===== config.mk =====
export PLATFORM = sky130hd
export DESIGN_NAME = nvps_supervisor
export DESIGN_NICKNAME = d
export VERILOG_FILES = /design/src/rtl/nvps_pkg.sv /design/src/rtl/nvps_sync.sv /design/src/rtl/nvps_timer.sv /design/src/rtl/nvps_supervisor.sv
export SDC_FILE = /design/constraint.sdc
export NUM_CORES = 1
export LEC_CHECK = 0
export BUFFER_PORTS_ARGS = -buffer_cell sky130_fd_sc_hd__buf_4
export CELL_PAD_IN_SITES_DETAIL_PLACEMENT = 0
export CELL_PAD_IN_SITES_GLOBAL_PLACEMENT = 2
export CORE_UTILIZATION = 39
export DETAILED_ROUTE_END_ITERATION = 16
export PLACE_DENSITY = 0.9
export SLEW_MARGIN = 20
export SYNTH_ARGS = -nofsm -noshare
export SYNTH_HDL_FRONTEND = slang
export SYNTH_SLANG_ARGS = --single-unit

===== constraint.sdc =====
create_clock -name clk -period 3.8 [get_ports clk]
set_clock_uncertainty 0.15 [all_clocks]
set_input_delay 0 -clock clk [delete_from_list [all_inputs] [get_ports clk]]
set_output_delay 0 -clock clk [all_outputs]
set_load 0.02 [all_outputs]

===== src/rtl/nvps_pkg.sv =====
package nvps_pkg;

    typedef enum logic [1:0] {
        ST_DOWN    = 2'd0,
        ST_RECOVER = 2'd1,
        ST_RSTWAIT = 2'd2,
        ST_RUN     = 2'd3
    } nvps_state_e;

    typedef struct packed {
        nvps_state_e state;
        logic        pull;
        logic        wp;
        logic        sel;
        logic        chg;
        logic        link;
    } nvps_regs_t;

    localparam nvps_regs_t NVPS_RESET = '{
        state: ST_DOWN,
        pull:  1'b0,
        wp:    1'b1,
        sel:   1'b1,
        chg:   1'b0,
        link:  1'b0
    };

endpackage


===== src/rtl/nvps_sync.sv =====
module nvps_sync #(
    parameter int W      = 3,
    parameter int STAGES = 2
) (
    input  logic         clk,
    input  logic         arst_n,
    input  logic [W-1:0] d_i,
    output logic [W-1:0] q_o
);

    logic [STAGES-1:0][W-1:0] chain_q;
    logic [STAGES-1:0][W-1:0] chain_d;

    always_comb begin
        chain_d[0] = d_i;
        for (int s = 1; s < STAGES; s++) begin
            chain_d[s] = chain_q[s-1];
        end
    end

    genvar g;
    generate
        for (g = 0; g < STAGES; g++) begin : g_stage
            always_ff @(posedge clk or negedge arst_n) begin
                if (!arst_n) chain_q[g] <= '0;
                else         chain_q[g] <= chain_d[g];
            end
        end
    endgenerate

    assign q_o = chain_q[STAGES-1];

endmodule


===== src/rtl/nvps_timer.sv =====
module nvps_timer #(
    parameter int LIMIT = 64,
    localparam int CW   = $clog2(LIMIT + 1)
) (
    input  logic          clk,
    input  logic          arst_n,
    input  logic          clr_i,
    input  logic          en_i,
    output logic [CW-1:0] cnt_o
);

    logic [CW-1:0] cnt_d, cnt_q;

    always_comb begin
        cnt_d = cnt_q;
        if (clr_i)                          cnt_d = '0;
        else if (en_i && cnt_q != CW'(LIMIT)) cnt_d = cnt_q + 1'b1;
    end

    always_ff @(posedge clk or negedge arst_n) begin
        if (!arst_n) cnt_q <= '0;
        else         cnt_q <= cnt_d;
    end

    assign cnt_o = cnt_q;

    AST_CNT_BOUND: assert property (@(posedge clk) disable iff (!arst_n)
        cnt_q <= CW'(LIMIT));
    AST_CNT_CLEARS: assert property (@(posedge clk) disable iff (!arst_n)
        clr_i |=> (cnt_q == '0));

endmodule


===== src/rtl/nvps_supervisor.sv =====
module nvps_supervisor
    import nvps_pkg::*;
#(
    parameter int REC_CYC = 16,
    parameter int RST_CYC = 48,
    localparam int CW     = $clog2(RST_CYC + 1)
) (
    input  logic clk,
    input  logic arst_n,
    input  logic sup_ok_i,
    input  logic sup_swo_i,
    input  logic sup_batt_i,
    output logic pull_low_o,
    output logic wr_protect_o,
    output logic batt_select_o,
    output logic charge_en_o,
    output logic batt_link_o
);

    generate
        if (REC_CYC < 1 || RST_CYC <= REC_CYC) begin : g_bad_timeouts
            $error("nvps_supervisor: RST_CYC must exceed REC_CYC, and REC_CYC must be at least 1");
        end
    endgenerate

    logic [2:0]    flags_s;
    logic          ok_s, swo_s, batt_s;
    logic [CW-1:0] cnt;
    logic          tmr_clr, tmr_en;
    nvps_regs_t    cur_q, nxt_d;

    nvps_sync #(.W(3), .STAGES(2)) u_sync (
        .clk    (clk),
        .arst_n (arst_n),
        .d_i    ({sup_ok_i, sup_swo_i, sup_batt_i}),
        .q_o    (flags_s)
    );

    assign ok_s   = flags_s[2];
    assign swo_s  = flags_s[1];
    assign batt_s = flags_s[0];

    assign tmr_clr = !ok_s || (cur_q.state == ST_DOWN);
    assign tmr_en  = (cur_q.state == ST_RECOVER) || (cur_q.state == ST_RSTWAIT);

    nvps_timer #(.LIMIT(RST_CYC)) u_timer (
        .clk    (clk),
        .arst_n (arst_n),
        .clr_i  (tmr_clr),
        .en_i   (tmr_en),
        .cnt_o  (cnt)
    );

    always_comb begin
        nxt_d = cur_q;
        if (!ok_s) begin
            nxt_d.state = ST_DOWN;
        end else begin
            unique case (cur_q.state)
                ST_DOWN:    nxt_d.state = ST_RECOVER;
                ST_RECOVER: if (cnt == CW'(REC_CYC - 1)) nxt_d.state = ST_RSTWAIT;
                ST_RSTWAIT: if (cnt == CW'(RST_CYC - 1)) nxt_d.state = ST_RUN;
                ST_RUN:     nxt_d.state = ST_RUN;
                default:    nxt_d.state = ST_DOWN;
            endcase
        end
        nxt_d.wp   = (nxt_d.state == ST_DOWN) || (nxt_d.state == ST_RECOVER);
        nxt_d.pull = batt_s && (nxt_d.state != ST_RUN);
        nxt_d.sel  = !swo_s;
        nxt_d.chg  = (nxt_d.state != ST_DOWN);
        nxt_d.link = cur_q.link || ok_s;
    end

    always_ff @(posedge clk or negedge arst_n) begin
        if (!arst_n) cur_q <= NVPS_RESET;
        else         cur_q <= nxt_d;
    end

    assign pull_low_o    = cur_q.pull;
    assign wr_protect_o  = cur_q.wp;
    assign batt_select_o = cur_q.sel;
    assign charge_en_o   = cur_q.chg;
    assign batt_link_o   = cur_q.link;

    AST_WP_ON_TRIP: assert property (@(posedge clk) disable iff (!arst_n)
        !ok_s |=> wr_protect_o);
    AST_SEL_FOLLOWS: assert property (@(posedge clk) disable iff (!arst_n)
        (swo_s |=> !batt_select_o) and (!swo_s |=> batt_select_o));
    AST_PULL_ON_TRIP: assert property (@(posedge clk) disable iff (!arst_n)
        (batt_s && !ok_s) |=> pull_low_o);
    AST_WP_BEFORE_RST: assert property (@(posedge clk) disable iff (!arst_n)
        ($fell(pull_low_o) && charge_en_o) |-> !wr_protect_o);
    AST_LINK_STICKY: assert property (@(posedge clk) disable iff (!arst_n)
        batt_link_o |=> batt_link_o);
    AST_CHG_OFF: assert property (@(posedge clk) disable iff (!arst_n)
        !ok_s |=> !charge_en_o);

endmodule


# Word-level counts from Yosys, hierarchy flattened
# Index checks and enable logic that the tools add are counted.
dict set report totals {
  out_inout_bits 5
  register_bits 19
  inputBits 5
}
dict set report classes {
  mux 6
  n_eq_ne 8
  n_reduce_logical 12
  addsub 1
}
# op n
set ops {}
lappend ops {{2-to-1 mux 6 bit} 2}
lappend ops {{one-hot mux 2 bit (4 select lines)} 1}
lappend ops {{adder 6 x 1 -> 6 bit, second input constant} 1}
lappend ops {{== test 6 x 4 -> 1 bit, second input constant} 1}
lappend ops {{== test 6 bit, second input constant} 1}
lappend ops {{2-to-1 mux 2 bit} 3}
lappend ops {{!= test 6 bit, second input constant} 1}
lappend ops {{== test 2 x 1 -> 1 bit, second input constant} 2}
lappend ops {{== test 2 bit, second input constant} 2}
lappend ops {{zero test 2 bit} 2}
lappend ops {{logical OR 1 bit} 4}
lappend ops {{nonzero test 2 bit} 2}
lappend ops {{logical AND 1 bit} 2}
lappend ops {{zero test 1 bit} 2}
lappend ops {{!= test 2 bit, second input constant} 1}

# Logic depth before layout (Yosys ltp)
# Gate-level depths: netlist of the first run.
dict set report logic_depth {
  word_depth 6
  depth_mapped 8
}

# Modules after synthesis
# A second synthesis of the first run with hierarchy kept.
dict set report hier_totals {
  cells_unflattened 77
  hier_area_um2 898.4
}
# module cells_per_inst seq_area_each_um2 n_inst area_per_inst_um2
set modules_own_cells {}
lappend modules_own_cells {nvps_timer 39 150.1 1 382.9}
lappend modules_own_cells {nvps_supervisor 32 177.7 1 365.4}
lappend modules_own_cells {nvps_sync 6 150.1 1 150.1}

# Worst setup path before layout of the first run
# OpenSTA, ideal clock, no wires.
dict set report synth_path {
  kind {flip-flop to flip-flop}
  from {reg cur_q[5] (netlist bit)}
  to {reg u_timer.cnt_q[5] (netlist: u_timer.cnt_o[5])}
  setup_slack_ps 2173
  arrival_time_ps 1400
  stages_incl_launch_ff 6
  required_ps 3573
  n_path_buf 0
  setup_ps 77
  period_less_slack_ps 1627
  path_cell_list {dfrtp_1 -> inv_1 -> ha_1 -> nand4_1 -> or3_1 -> a21oi_1}
}
dict set report synth_between {
  elab_chain_cells 4
  word_cells_on_any_way 8
  cone_classes {eq/ne (2); mux (1); reduce/logical (5)}
}
# element line
set synth_rtl {}
lappend synth_rtl {{start, declared} nvps_supervisor.sv:30} ;# nvps_regs_t cur_q, nxt_d;
lappend synth_rtl {{start signal, assigned} nvps_supervisor.sv:76} ;# else cur_q <= nxt_d;
lappend synth_rtl {{== test 2 x 1 -> 1 bit / == test 2 bit (equally long branches)} nvps_supervisor.sv:44} ;# assign tmr_en = (cur_q.state == ST_RECOVER) || (cur_q.state == ST_RSTWAIT);
lappend synth_rtl {{logical OR 1 bit} nvps_supervisor.sv:44}
lappend synth_rtl {{logical AND 1 bit} nvps_timer.sv:17} ;# else if (en_i && cnt_q != CW'(LIMIT)) cnt_d = cnt_q + 1'b1;
lappend synth_rtl {{nonzero test 2 bit (no source line)} -}
lappend synth_rtl {{end signal, assigned} nvps_timer.sv:22} ;# else cnt_q <= cnt_d;
lappend synth_rtl {{end, declared} nvps_timer.sv:12} ;# logic [CW-1:0] cnt_d, cnt_q;
# Parallel ways exist; a longest one is shown, timed or not.
# A chain may end at the register's enable or synchronous reset.

# Final worst setup path of the first run
# Ends and elaborated chain as after synthesis.

==> results of run 1 <==
-- through the flow --
step / total power, mW / setup slack, ns
final: 0.3419 / 2.009
after global routing: 0.3564 / 1.873
after CTS: 0.3467 / 1.993
after detailed placement: 0.2432 / 2.015
after global placement: 0.2423 / 2.048
after floorplan: 0.2304 / 2.173
-- what timing repair did --
item	4_1_cts	5_1_grt
gates resized for setup	0	0
hold endpoints to repair	22	0
hold buffers	5	0
-- cells in the mapped netlist --
cell type	number	area [um^2]
a21oi_1	3	15.01
nand4_1	2	12.51
a31oi_1	1	6.260
inv_1	5	18.77
and4b_1	1	10.01
nand2b_1	1	6.260
a21o_1	1	7.510
o21ai_1	2	10.01
or3_1	1	6.260
inv_2	1	3.750
nor3b_1	1	7.510
or2_2	1	6.260
a211oi_1	1	7.510
a21boi_1	1	7.510
dfrtp_1	17	425.4
buf_4	1	7.510
xor2_1	2	17.52
nor2b_1	1	6.260
o21ai_0	1	5.000
a311oi_1	1	8.760
ha_1	6	75.07
and2_1	1	6.260
mux2i_1	1	10.01
nand2_1	2	7.510
nor2_1	5	18.77
xnor2_1	1	8.760
a22oi_1	1	7.510
dfstp_2	2	52.55
nand4b_1	1	8.760
-- area by class of cell --
type / instances / area share
flip-flops and latches: 19 / 0.4987
multi-input cells: 39 / 0.2950
repair buffers: 14 / 0.1227
well taps: 25 / 0.03264
clock buffers: 4 / 0.02742
inverters: 6 / 0.02350
-- cells by family after synthesis --
logic type      after synthesis  synth area share
flops                        19            0.6044
compound gates               12           0.09495
simple gates                 17            0.1219
mux                           1           0.01266
buf+inv                       7           0.03798
xor+xnor                      3           0.03323
fa+ha+maj                     6           0.09493
-- critical path: stages (launching register included) --
cell and delay [ns]:
dfrtp_1 0.42, inv_1 0.09, ha_1 0.37, nand4_1 0.18
or3_1 0.37, a21oi_1 0.15
-- placed cells by master, fill, tap and decap left out, drive strengths merged, types with 2 or more instances in the layout --
cell type    netlist  layout
nand2              2       2
ha                 6       6
xor2               2       2
buf                1       9
clkbuf             0       4
dfstp              2       2
a21oi              3       3
nor2               5       5
nand4              2       2
dlygate4sd3        0       5
dfrtp             17      17
o21ai              3       3
inv                6       6
-- per-layer routing --
metal / GRT usage / up-vias / wire [um]
li1: - / 254 / -
met1: 0.1563 / 260 / 595
met2: 0.2472 / 9 / 672
met3: 0.06923 / 4 / 54
met4: 0.06857 / 0 / 25
met5: 0 / - / 0
-- power by group --
part | switching [mW] | leakage (nW) | internal, mW
logic | 0.0163 | 0.187 | 0.0145
clock network | 0.0579 | 0.0150 | 0.0409
registers | 0.00335 | 0.234 | 0.209
-- final timing paths --
path / start / to / slack (ns) / cells past startpoint
hold reg to reg: u_sync.chain_d[5] / u_sync.q_o[2] / 0.20 / 0
hold / removal: arst_n / wr_protect_o / 0.04 / 2
setup reg to reg: cur_q[5] / u_timer.cnt_o[5] / 2.01 / 5
min in group clk: u_sync.chain_d[5] / u_sync.q_o[2] / 0.20 / 0
max in group asynchronous: arst_n / u_timer.cnt_o[3] / 2.27 / 3
setup / recovery: cur_q[5] / u_timer.cnt_o[5] / 2.01 / 5
-- registers in the layout, summed over array words and instances, names as in the netlist --
signal          cells
pull_low_o          1
batt_select_o       1
u_timer.cnt_o       6
wr_protect_o        1
batt_link_o         1
u_sync.q_o          3
u_sync.chain_d      3
charge_en_o         1
cur_q               2
==> impl_metrics.csv, run 1 <==
group,metric,value,unit
yosys,synth-seq-cells,19,
sta,max_freq,0.5584,GHz
clock_tree,numCtsBuffers,3,
setup_path,criticalPathCategory,"flip-flop to flip-flop",
sta,slew_headroom,0.4746,
floorplan,rows,15,
floorplan,die_h,47.03,um
floorplan,coreArea,1821,um^2
route,drt_pass1_iterations,4,
sta,grt_setup_unrepaired,"false",
placed_design,dpl-instance-area,882.1,um^2
layout,finalNonFillerCells,107,
clock_tree,cts.path.max_buffers,2,
layout,fill_cells,174,
grt,first_global_vias,489,
layout,final_layout_size_suffix_gt1_frac,0.1951,
yosys,synth_area,790.8,um^2
floorplan,dieArea,2212,um^2
sta,min_period_over_period,0.4713,
route,viasPerCell,4.925,
clock_tree,path_clk_slew,0.10,ns
layout,area_growth,21.20,%
status,status,"finished, final reports clean",
route,drt-initial-drc-count,5,
clock_tree,cts_tree,"yes",
clock_tree,cts_setup_buffers,0,
route,vias,527,
yosys,synth.distinct_cells,29,
route,drc,0,
layout,diodes,0,
grt,grt_use_total,0.1470,
setup_path,start_kind,"flip-flop",
setup_path,cp-end-kind,"flip-flop",
sta,setup_viol,0,
layout,final_util,0.5265,
placed_design,hpwlAfterDp,951.7,um
yosys,yosysSeqAreaShare,0.6044,
yosys,yosys_warnings,0,
grt,antenna_found_initial,0,
power,leakagePower,0.4361,nW
grt,grt_overflow,0,
setup_path,crit_path_max_fanout,5,
yosys,synthCells,65,
layout,regArea,478.0,um^2
clock_tree,cts_root_buffer,"clkbuf_4",
yosys,postSynthAreaPerCell,12.17,um^2
min_path,min_path_type,"input pin to asynchronous set/reset pin",
floorplan,start_util,0.4344,
grt,grt_pass1_wl,2056,um
setup_path,crit_required,3.88,ns
placed_design,dp.cells,98,
floorplan,die_w,47.03,um
route,routed_wl,1348,um
power,peakVddDrop,0.2498,mV
sta,fin_hold_ws,0.03598,ns
placed_design,gp_congestion,0.8134,
sta,period_minus_slack,1.791,ns
floorplan,ios,10,
grt,grt_max_degree,18,
setup_path,cp.arrival,1.87,ns
route,ant_nets,0,
sta,maxSlewViolCount,0,
layout,nets,94,
sta,fin_setup_tns,0,ns
layout,multiInputGateArea,282.8,um^2
layout,fin_area,958.4,um^2
power,powerDensity,356.7,nW/um^2
yosys,synth_nets,76,
sta,hold_viol,0,
route,wl_per_cell,12.60,um
clock_tree,htree_levels,1,
sta,worstMarginPinSlew,0.7855,ns
clock_tree,clock_sinks,19,
placed_design,io_buffers,9,
clock_tree,insertion_delay,0.30,ns
job,cap_violations,0,
Note: power is estimated with default switching activity, not from simulation.
==> inputs of run 2 (changes only) <==
--- a/config.mk
+++ b/config.mk
@@ -8,9 +8,9 @@
 export BUFFER_PORTS_ARGS = -buffer_cell sky130_fd_sc_hd__buf_4
 export CELL_PAD_IN_SITES_DETAIL_PLACEMENT = 0
 export CELL_PAD_IN_SITES_GLOBAL_PLACEMENT = 2
-export CORE_UTILIZATION = 39
+export CORE_UTILIZATION = 32
 export DETAILED_ROUTE_END_ITERATION = 16
-export PLACE_DENSITY = 0.9
+export PLACE_DENSITY = 0.81
 export SLEW_MARGIN = 20
 export SYNTH_ARGS = -nofsm -noshare
 export SYNTH_HDL_FRONTEND = slang
==> constraint.sdc (replaced) <==
create_clock -name clk -period 1.48 [get_ports clk]
set_clock_uncertainty 0.15 [all_clocks]
set_input_delay 0 -clock clk [delete_from_list [all_inputs] [get_ports clk]]
set_output_delay 0 -clock clk [all_outputs]
set_load 0.02 [all_outputs]
==> impl_metrics.csv, run 2 (synthesis results as in run 1) <==
group,metric,value,unit
grt,grt_use_total,0.1309,
route,drt_pass1_iterations,3,
floorplan,ios,10,
setup_path,path_buf_inv,2,
clock_tree,cts_root_buffer,"clkbuf_4",
placed_design,dpl-instance-area,974.7,um^2
power,power,0.9033,mW
setup_path,crit_top_cell,"inv_2",
status,status,"complete, but fails checks",
clock_tree,htree_levels,1,
power,powerDensity,823.2,nW/um^2
layout,layout_commonest_cell,"buf_4",
layout,fill_cells,208,
sta,maxSlewViolCount,0,
layout,final_layout_size_suffix_gt1_frac,0.4301,
layout,area_growth,38.77,%
sta,fin_setup_tns,-0.2581,ns
layout,mostFrequentLayoutCells,"buf_4, dfrtp_1, nor2_1, dlygate4sd3_1",
clock_tree,path_clk_slew,0.10,ns
route,ant_nets,0,
sta,period_minus_slack,1.542,ns
route,routed_wl,1476,um
route,viasPerCell,4.603,
layout,largest_reg_flops,6,
setup_path,criticalPathCategory,"flip-flop to flip-flop",
grt,antenna_found_initial,0,
route,drc,0,
floorplan,rows,17,
layout,diodes,0,
clock_tree,clock_sinks,19,
clock_tree,insertion_delay,0.29,ns
setup_path,cp.arrival,1.59,ns
layout,nets,105,
grt,grt_pass1_wl,2449,um
route,drt-initial-drc-count,5,
sta,max_freq,0.6485,GHz
floorplan,start_util,0.3474,
floorplan,die_w,51.71,um
setup_path,crit_path_max_fanout,4,
setup_path,cp-end-kind,"flip-flop",
clock_tree,numCtsBuffers,3,
setup_path,cp_cell_sequence,"inv_2 > ha_2 > nor2_1 > a21oi_1 > a21oi_2 > inv_2 > a21o_1",
power,peakVddDrop,0.6911,mV
sta,min_period_over_period,1.042,
setup_path,slowest_delay,0.43,ns
sta,setup_viol,6,
job,cap_violations,0,
power,leakagePower,0.4958,nW
setup_path,start_kind,"flip-flop",
clock_tree,cts_tree,"yes",
route,vias,557,
grt,first_global_vias,553,
min_path,min_path_type,"flip-flop to flip-flop",
setup_path,crit_required,1.52,ns
sta,hold_viol,0,
sta,worstMarginPinSlew,0.2340,ns
clock_tree,cts.path.max_buffers,2,
placed_design,io_buffers,9,
sta,fin_ws,-0.06197,ns
sta,grt_setup_unrepaired,"true",
layout,finalNonFillerCells,121,
sta,slew_headroom,0.8440,
layout,final_util,0.4821,
placed_design,hpwlAfterDp,1020,um
setup_path,path_delay_family,"flip-flops",
floorplan,die_h,51.71,um
setup_path,crit_path_top_delay_cell,"dfrtp_1",
status,violations,"setup timing",
placed_design,dp.cells,109,
floorplan,dieArea,2674,um^2
grt,grt_max_degree,18,
route,wl_per_cell,12.20,um
floorplan,coreArea,2276,um^2
grt,grt_overflow,0,
placed_design,gp_congestion,0.7591,
layout,fin_area,1097,um^2
## run 2: worst paths after layout
check	startpoint	to	slack [ns]	cells after the start
setup / recovery	cur_q[5]	charge_en_o	-0.06	7
hold / removal	u_sync.chain_d[5]	u_sync.q_o[2]	0.20	0
setup reg to reg	cur_q[5]	charge_en_o	-0.06	7
hold reg to reg	u_sync.chain_d[5]	u_sync.q_o[2]	0.20	0
max in group asynchronous	arst_n	batt_select_o	0.43	3
min in group asynchronous	arst_n	batt_link_o	0.48	3
## run 2: final cells by class
cell class	instances	area, um^2	share of cell area
flip-flops and latches	19	478.0	0.4356
multi-input cells	39	335.3	0.3056
repair buffers	25	200.2	0.1824
well taps	28	35.03	0.03193
clock buffers	4	26.28	0.02395
inverters	6	22.52	0.02052
## run 2: where the power goes
group	total, mW	leakage (nW)	switching, mW	internal (mW)
clock	0.255	0.0150	0.150	0.105
sequential	0.546	0.234	0.00959	0.537
combinational	0.102	0.247	0.0480	0.0541
## run 2: stage by stage
step | hold WS, ns | setup slack (ns)
after CTS | 0.02997 | -0.07651
after global routing | 0.1911 | -0.1675
after detailed placement | -0.2626 | -0.08623
after global placement | -0.2705 | -0.05828
final | 0.2032 | -0.06197
after floorplan | -0.4456 | -0.01119
## run 2: repair_timing
action                                 in CTS  in global routing
endpoints found under the hold margin      22                 17
hold buffers                                5                  1
resized for setup                           2                  5
pin swaps                                   5                  1
setup buffers                               2                  1
setup endpoints to repair                   6                 28
## run 2: routing by layer
layer  wire [um]  part of all wire  vias up  global-route usage
met4          23             0.016        0             0.05405
met2         766              0.52        7              0.2013
met3          41             0.028        5             0.05263
met1         644              0.44      272              0.1623
li1            -                 -      273                   -
met5           0                 0        -                   0
==> inputs of run 3 (changes only) <==
--- a/config.mk
+++ b/config.mk
@@ -8,9 +8,9 @@
 export BUFFER_PORTS_ARGS = -buffer_cell sky130_fd_sc_hd__buf_4
 export CELL_PAD_IN_SITES_DETAIL_PLACEMENT = 0
 export CELL_PAD_IN_SITES_GLOBAL_PLACEMENT = 2
-export CORE_UTILIZATION = 32
+export CORE_UTILIZATION = 36
 export DETAILED_ROUTE_END_ITERATION = 16
-export PLACE_DENSITY = 0.81
+export PLACE_DENSITY = 0.85
 export SLEW_MARGIN = 20
 export SYNTH_ARGS = -nofsm -noshare
 export SYNTH_HDL_FRONTEND = slang
==> constraint.sdc (replaced) <==
create_clock -name clk -period 1.7 [get_ports clk]
set_clock_uncertainty 0.15 [all_clocks]
set_input_delay 0 -clock clk [delete_from_list [all_inputs] [get_ports clk]]
set_output_delay 0 -clock clk [all_outputs]
set_load 0.02 [all_outputs]
==> impl_metrics.csv, run 3 (synthesis results as in run 1) <==
group,metric,value,unit
clock_tree,numCtsBuffers,3,
sta,fin_hold_ws,-0.02501,ns
layout,mostFrequentLayoutCells,"dfrtp_1, buf_4, inv_1, nor2_1",
sta,grt_setup_unrepaired,"true",
route,viasPerCell,4.598,
sta,period_minus_slack,1.615,ns
route,ant_nets,0,
layout,final_layout_size_suffix_gt1_frac,0.3176,
min_path,min_path_type,"input pin to asynchronous set/reset pin",
placed_design,place_ws,-0.003598,ns
layout,largest_reg_flops,6,
setup_path,criticalPathCategory,"flip-flop to flip-flop",
route,drt-initial-drc-count,13,
layout,layout_commonest_cell,"dfrtp_1",
clock_tree,insertion_delay,0.29,ns
placed_design,dpl-instance-area,907.1,um^2
setup_path,crit_required,1.75,ns
floorplan,start_util,0.3911,
layout,diodes,0,
layout,fin_area,1011,um^2
clock_tree,htree_levels,1,
setup_path,worstReg2RegStart,"cur_q[6]",
power,peakVddDrop,0.6599,mV
sta,max_freq,0.6191,GHz
setup_path,crit_path_max_fanout,3,
placed_design,hpwlAfterDp,915,um
floorplan,dieArea,2388,um^2
layout,nets,97,
clock_tree,path_clk_slew,0.11,ns
floorplan,ios,10,
status,violations,"hold timing",
floorplan,die_h,48.87,um
setup_path,rr_endpoint,"charge_en_o",
route,routed_wl,1313,um
status,status,"complete, but fails checks",
route,wl_per_cell,11.72,um
sta,setup_viol,0,
sta,fin_setup_tns,0,ns
setup_path,cp-end-kind,"flip-flop",
grt,grt_pass1_wl,2290,um
setup_path,reg2reg_depth,5,
clock_tree,cts_tree,"yes",
setup_path,rrSetupSlack,0.08,ns
sta,slew_headroom,0.8083,
setup_path,cp_cell_sequence,"buf_4 > ha_1 > a211oi_1 > o21ai_2 > a21o_1",
setup_path,path_delay_family,"compound AO/OA/AOI/OAI gates",
job,cap_violations,0,
floorplan,coreArea,2022,um^2
route,vias,515,
sta,fin_ws,0.08472,ns
grt,grt_overflow,0,
floorplan,die_w,48.87,um
route,drt_pass1_iterations,4,
setup_path,cp.arrival,1.66,ns
sta,hold_viol,17,
placed_design,dp.cells,103,
route,drc,0,
power,powerDensity,765.1,nW/um^2
layout,finalNonFillerCells,112,
grt,grt_max_degree,18,
grt,antenna_found_initial,0,
placed_design,io_buffers,9,
clock_tree,clock_sinks,19,
sta,maxSlewViolCount,0,
setup_path,slowest_delay,0.39,ns
clock_tree,cts_root_buffer,"clkbuf_4",
clock_tree,cts.path.max_buffers,2,
layout,area_growth,27.85,%
placed_design,gp_congestion,0.6743,
floorplan,rows,16,
sta,worstMarginPinSlew,0.2858,ns
setup_path,start_kind,"flip-flop",
grt,first_global_vias,507,
power,leakagePower,0.4529,nW
grt,grt_use_total,0.1286,
setup_path,crit_path_top_delay_cell,"dfrtp_1",
sta,min_period_over_period,0.9502,
setup_path,path_buf_inv,1,
## run 3: cell count changes in the layout (fill, tap and decap cells not counted), sizes merged
cell	change
dlygate4sd3	-1
buf	-7
clkbuf	-1
clkinv	+1
## run 3: timing repair
| item | in CTS | in global routing |
|---|---|---|
| setup buffers | 1 | 0 |
| hold buffers | 5 | 0 |
| hold endpoints to repair | 22 | 0 |
| setup endpoints to repair | 1 | 21 |
| gates resized for setup | 0 | 7 |
## run 3: through the flow
step                        util  hold slack (ns)  total power [mW]
after detailed placement  0.4486          -0.2659            0.5453
after CTS                 0.4907          0.02580            0.7830
after floorplan                -          -0.4456            0.5151
after global routing      0.5000          0.01277            0.8061
final                     0.5000         -0.02501            0.7734
after global placement    0.4486          -0.2695            0.5435
## run 3: metal layers
metal | GRT usage | share of wire
met4 | 0.04412 | 0.0084
met5 | 0 | 0
met3 | 0.01869 | 0.017
met1 | 0.1822 | 0.49
met2 | 0.2014 | 0.48
## run 3: final cells by class
cell class	count	area, um^2
clock buffer	3	22.52
clock inverter	1	5.005
fill	178	1011
inverter	6	22.52
multi-input combinational	39	311.5
sequential	19	478.0
tap	27	33.78
timing repair buffer	17	137.6
## run 3: worst max path at each step
stage / start / endpoint / slack, ns / cells after the start
after detailed placement: cur_q[5] / u_timer.cnt_o[5] / -0.004 / 5
after CTS: cur_q[5] / u_timer.cnt_o[5] / 0.05 / 5
final: cur_q[6] / charge_en_o / 0.08 / 5
after global routing: cur_q[6] / charge_en_o / -0.009 / 5
after global placement: cur_q[5] / u_timer.cnt_o[5] / 0.07 / 5
after floorplan: cur_q[5] / u_timer.cnt_o[5] / 0.07 / 5
## run 3: worst register-to-register path, delay by kind of cell (launching register included)
kind                     cells  cell delay, ns
AO/OA/AOI/OAI                3            0.63
adder cells (fa/ha/maj)      1            0.22
buffers and inverters        1            0.14
flip-flops                   1            0.39
## run 3: where the power goes
group	internal, mW	leakage (nW)	switching, mW
logic	0.0394	0.201	0.0399
registers	0.467	0.234	0.00577
clock network	0.0875	0.0177	0.134
